**src/rtl/burst_pkg.sv**
```systemverilog
package burst_pkg;
  localparam int NIN = 3;
  localparam int BIT_A = 0;
  localparam int BIT_B = 1;
  localparam int BIT_C = 2;

  typedef enum logic [1:0] {
    ST_IDLE = 2'd0,
    ST_UP   = 2'd1,
    ST_LOW  = 2'd2,
    ST_XON  = 2'd3
  } bst_t;

  // Inputs that take part in a burst enabled in each state
  function automatic logic [NIN-1:0] allow_mask(input bst_t s);
    case (s)
      ST_IDLE: allow_mask = 3'b011;
      ST_UP:   allow_mask = 3'b101;
      ST_LOW:  allow_mask = 3'b100;
      default: allow_mask = 3'b010;
    endcase
  endfunction
endpackage

```
**src/rtl/burst_sampler.sv**
```systemverilog
module burst_sampler #(
  parameter int W      = 3,
  parameter int STAGES = 1
) (
  input  logic         clk,
  input  logic         rst,
  input  logic [W-1:0] din,
  output logic [W-1:0] dout
);
  logic [W-1:0] pipe [STAGES];

  genvar g;
  generate
    for (g = 0; g < STAGES; g++) begin : g_stage
      if (g == 0) begin : g_first
        always_ff @(posedge clk) begin
          if (rst) pipe[0] <= '0;
          else     pipe[0] <= din;
        end
      end else begin : g_next
        always_ff @(posedge clk) begin
          if (rst) pipe[g] <= '0;
          else     pipe[g] <= pipe[g-1];
        end
      end
    end
  endgenerate

  assign dout = pipe[STAGES-1];
endmodule

```
**src/rtl/burst_tracker.sv**
```systemverilog
module burst_tracker #(
  parameter int W = 3
) (
  input  logic         clk,
  input  logic         rst,
  input  logic [W-1:0] smp,
  input  logic         fire,
  output logic [W-1:0] chg,
  output logic [W-1:0] revert
);
  logic [W-1:0] base_q;
  logic [W-1:0] seen_q;

  // Toggled relative to the value held when the current burst began
  assign chg    = smp ^ base_q;
  // Seen to toggle earlier, but back at the starting value now
  assign revert = seen_q & ~chg;

  always_ff @(posedge clk) begin
    if (rst) begin
      base_q <= '0;
      seen_q <= '0;
    end else if (fire) begin
      base_q <= smp;
      seen_q <= '0;
    end else begin
      seen_q <= seen_q | chg;
    end
  end
endmodule

```
**src/rtl/burst_sequencer.sv**
```systemverilog
module burst_sequencer
  import burst_pkg::*;
#(
  parameter int HOLD_LOAD = 3
) (
  input  logic           clk,
  input  logic           rst,
  input  logic [NIN-1:0] chg,
  input  logic [NIN-1:0] revert,
  output logic           fire,
  output logic           out_x,
  output logic           out_y,
  output logic           err_o
);
  localparam int CW = $clog2(HOLD_LOAD + 1);

  bst_t          st_q, st_n;
  logic          x_n, y_n, err_c;
  logic [CW-1:0] hold_q;

  always_comb begin
    st_n  = st_q;
    x_n   = out_x;
    y_n   = out_y;
    fire  = 1'b0;
    err_c = 1'b0;
    if (!err_o) begin
      if (hold_q != '0) begin
        if (|chg) err_c = 1'b1;
      end else if ((|(chg & ~allow_mask(st_q))) || (|revert)) begin
        err_c = 1'b1;
      end else begin
        case (st_q)
          ST_IDLE: if (chg[BIT_A] && chg[BIT_B]) begin
            fire = 1'b1; st_n = ST_UP; y_n = 1'b1;
          end
          ST_UP: begin
            if (chg[BIT_A] && chg[BIT_C]) begin
              err_c = 1'b1;
            end else if (chg[BIT_C]) begin
              fire = 1'b1; st_n = ST_LOW; y_n = 1'b0;
            end else if (chg[BIT_A]) begin
              fire = 1'b1; st_n = ST_XON; x_n = 1'b1; y_n = 1'b0;
            end
          end
          ST_LOW: if (chg[BIT_C]) begin
            fire = 1'b1; st_n = ST_UP; y_n = 1'b1;
          end
          default: if (chg[BIT_B]) begin
            fire = 1'b1; st_n = ST_IDLE; x_n = 1'b0;
          end
        endcase
      end
    end
  end

  always_ff @(posedge clk) begin
    if (rst) begin
      st_q   <= ST_IDLE;
      out_x  <= 1'b0;
      out_y  <= 1'b0;
      err_o  <= 1'b0;
      hold_q <= '0;
    end else begin
      if (err_c) err_o <= 1'b1;
      if (fire) begin
        st_q   <= st_n;
        out_x  <= x_n;
        out_y  <= y_n;
        hold_q <= CW'(HOLD_LOAD);
      end else if (hold_q != '0) begin
        hold_q <= hold_q - CW'(1);
      end
    end
  end
endmodule

```
**src/rtl/burst_ctrl.sv**
```systemverilog
module burst_ctrl
  import burst_pkg::*;
#(
  parameter int SYNC_STAGES = 1,
  parameter int HOLD_CYC    = 2
) (
  input  logic clk,
  input  logic rst,
  input  logic in_a,
  input  logic in_b,
  input  logic in_c,
  output logic out_x,
  output logic out_y,
  output logic err_o
);
  // Changes driven in cycle j after a response reach the sequencer at edge j+SYNC_STAGES
  localparam int HOLD_LOAD = HOLD_CYC + SYNC_STAGES;

  logic [NIN-1:0] raw, smp, chg, revert;
  logic           fire;

  assign raw = {in_c, in_b, in_a};

  burst_sampler #(.W(NIN), .STAGES(SYNC_STAGES)) u_samp (
    .clk(clk), .rst(rst), .din(raw), .dout(smp)
  );

  burst_tracker #(.W(NIN)) u_trk (
    .clk(clk), .rst(rst), .smp(smp), .fire(fire), .chg(chg), .revert(revert)
  );

  burst_sequencer #(.HOLD_LOAD(HOLD_LOAD)) u_seq (
    .clk(clk), .rst(rst), .chg(chg), .revert(revert), .fire(fire),
    .out_x(out_x), .out_y(out_y), .err_o(err_o)
  );
endmodule

```
**config.mk**
```make
export PLATFORM = sky130hd
export DESIGN_NAME = burst_ctrl
export DESIGN_NICKNAME = d
export VERILOG_FILES = /design/src/rtl/burst_pkg.sv /design/src/rtl/burst_sampler.sv /design/src/rtl/burst_tracker.sv /design/src/rtl/burst_sequencer.sv /design/src/rtl/burst_ctrl.sv
export SDC_FILE = /design/constraint.sdc
export NUM_CORES = 1
export LEC_CHECK = 0
export BUFFER_PORTS_ARGS = -buffer_cell sky130_fd_sc_hd__buf_2
export CAP_MARGIN = 20
export CORE_UTILIZATION = 55
export DETAILED_ROUTE_END_ITERATION = 12
export PLACE_DENSITY = 0.76
export SLEW_MARGIN = 15
export SYNTH_ARGS = -nofsm -noshare
export SYNTH_HDL_FRONTEND = slang
export SYNTH_SLANG_ARGS = --single-unit
```
**constraint.sdc**
```tcl
create_clock -name clk -period 4.45 [get_ports clk]
set_clock_uncertainty 0.05 [all_clocks]
set_input_delay 0.89 -clock clk [delete_from_list [all_inputs] [get_ports clk]]
set_output_delay 0.89 -clock clk [all_outputs]
set_load 0.02 [all_outputs]
```
==> out/qor.csv <==
metric,value,unit
fmax,413,MHz
slew_violations,0,
postRouteAntennaNets,0,
nFillCells,144,
ios,8,
period_share,54.4,%
finalCriticalPeriod,2.42,ns
max_cap_viol_count,0,
hold_buffers,0,
layout_commonest_cell,dfxtp_1,
dr.pass1.iters,4,
syn-num-nets,113,
hp-class,flop to flop,
crit_type,flop to flop,
cts_tree,built,
yosysWarnings,0,
rsz0062_at_grt,no,
portBuffers,7,
setup_tns,0,ns
grt_max_degree,20,
clk_latency,0.28,ns
finalSetupViolations,0,
dp_cells,122,
worstMarginPinSlew,0.450,ns
synth-seq-cells,16,
drt_iter0_markers,11,
antennaDiodeCount,0,
cts_max_level,1,
regArea,320,um2
antenna_found_initial,0,
cts.sinks,16,
die_area,1840,um2
arrival,2.54,ns
start_util,59.8,%
p_leak,0.389,nW
multi_input_area,571,um2
hpwl,1400,um
syn-instance-count,102,
final_cell_mix,"16 x dfxtp_1, 10 x nor2_1, 7 x o21ai_0, 7 x buf_2",
vias_per_cell,5.91,
finalWorstSetupSlack,2.03,ns
cts_buffers,3,
cellPowerDensity,367,nW/um2
avgRoutedWirePerCell,14.6,um
grt_pass1_wl,3260,um
slew_headroom,69.9,%
fin_nets,122,
post-place-ws,2.10,ns
endpoint_kind,flop,
num_rows,14,
ys_seq_area_share,34.7,%
vias,739,
drc,0,
post-cts-setup-buffer-count,0,
hold_viol,0,
synth.avg_cell_area,9.04,um2
gp_congestion,0.857,
netlist_top_cells_area,"dfxtp_1 35%, ha_1 8.1%, nor2_1 4.1%",
cts.clk_slew.worst_paths,0.08,ns
crit_path_max_fanout,10,
status,"finished, final reports clean",
yosysTopAreaCell,dfxtp_1,
final_util,64.0,%
grt_use_total,23.6,%
syn2layout_area_growth,7.06,%
clock_path_buffers,2,
worstPathRequired,4.57,ns
chipWidth,42.9,um
ir_drop,0.000365,V
synth_cell_types,34,
grt_pass1_vias,755,
ctsResizeCount,0,
drive_gt1_share,13.8,%
synth_top_cell_area_share,34.7,%
grt_overflow,0,
cts_root_buf,clkbuf_4,
die_h,42.9,um
syn_area,922,um2
worst_setup_path_start_kind,flop,
core_area,1540,um2
fin_cells,125,
wirelength,1820,um
critical path, stage by stage, from the launching register on:
cell and delay, ns:
dfxtp_1 0.34, inv_1 0.11, ha_1 0.38, nor2_1 0.10, mux2i_1 0.20, nand4_1 0.36, nor4_1 0.42, mux2_1 0.35
routing by layer:
metal,vias to the layer above,track usage [%],part of all wire [%]
met3,2,3.83,1.6
met5,-,0,0
met1,347,31.3,51
met2,10,38.2,46
li1,380,-,-
met4,0,9.09,1.4
through the flow:
step	hold WS [ns]	area, um2	power (mW)
floorplan	0.425	922	0.266
global route	0.471	987	0.389
global placement	0.409	965	0.285
detailed placement	0.415	965	0.292
finish	0.424	987	0.362
CTS	0.426	987	0.364
report_power, final:
group	switching, mW	total, mW	internal, mW
sequential	0.0100	0.169	0.159
clock	0.0408	0.0722	0.0314
combinational	0.0726	0.121	0.0483
layout make-up:
cell class              instances  share of cell area (%)
multi-input cells              78                    57.8
inverters                       5                    1.90
repair buffers                  7                    3.55
well taps                      16                    2.03
clock buffers                   3                    2.28
flip-flops and latches         16                    32.4
cells in the mapped netlist, drive strengths merged:
master / count
a221oi: 2
nor2b: 5
xnor2: 4
a221o: 1
nand2: 2
xor2: 4
dfxtp: 16
a21o: 1
nor3: 6
a21oi: 7
nand4: 1
o211ai: 1
inv: 5
clkbuf: 3
and4: 1
nand2b: 3
o21ai: 8
ha: 6
mux2i: 3
nor4: 1
nand3: 4
a311oi: 1
nor2: 10
or4: 2
o31ai: 2
mux2: 1
a32o: 1
nor4b: 1
final timing paths:
| path | startpoint | slack (ns) | end | cells after the start |
|---|---|---|---|---|
| worst min register to register | u_seq.out_x | 0.42 | u_seq.out_x | 2 |
| worst max register to register | u_seq.st_q[1] | 2.03 | u_seq.out_y | 7 |
| worst max-delay path | u_seq.st_q[1] | 2.03 | u_seq.out_y | 7 |
| worst min-delay path | u_seq.out_x | 0.42 | u_seq.out_x | 2 |
cells by family after synthesis:
family,Yosys count,share of synthesized area [%]
compound gates,24,19.4
fa+ha+maj,6,8.14
buf+inv,8,3.39
flops,16,34.7
simple gates,36,20.6
xor+xnor,8,9.23
mux,4,4.48
state kept, by name, summed over array words and instances, names as in the netlist:
name,cells
u_samp.pipe,3
u_trk.base_q,3
u_trk.seen_q,3
u_seq.hold_q,2
u_seq.st_q,2
u_seq.err_o,1
u_seq.out_x,1
u_seq.out_y,1
Power figures use the tool's default switching activity.
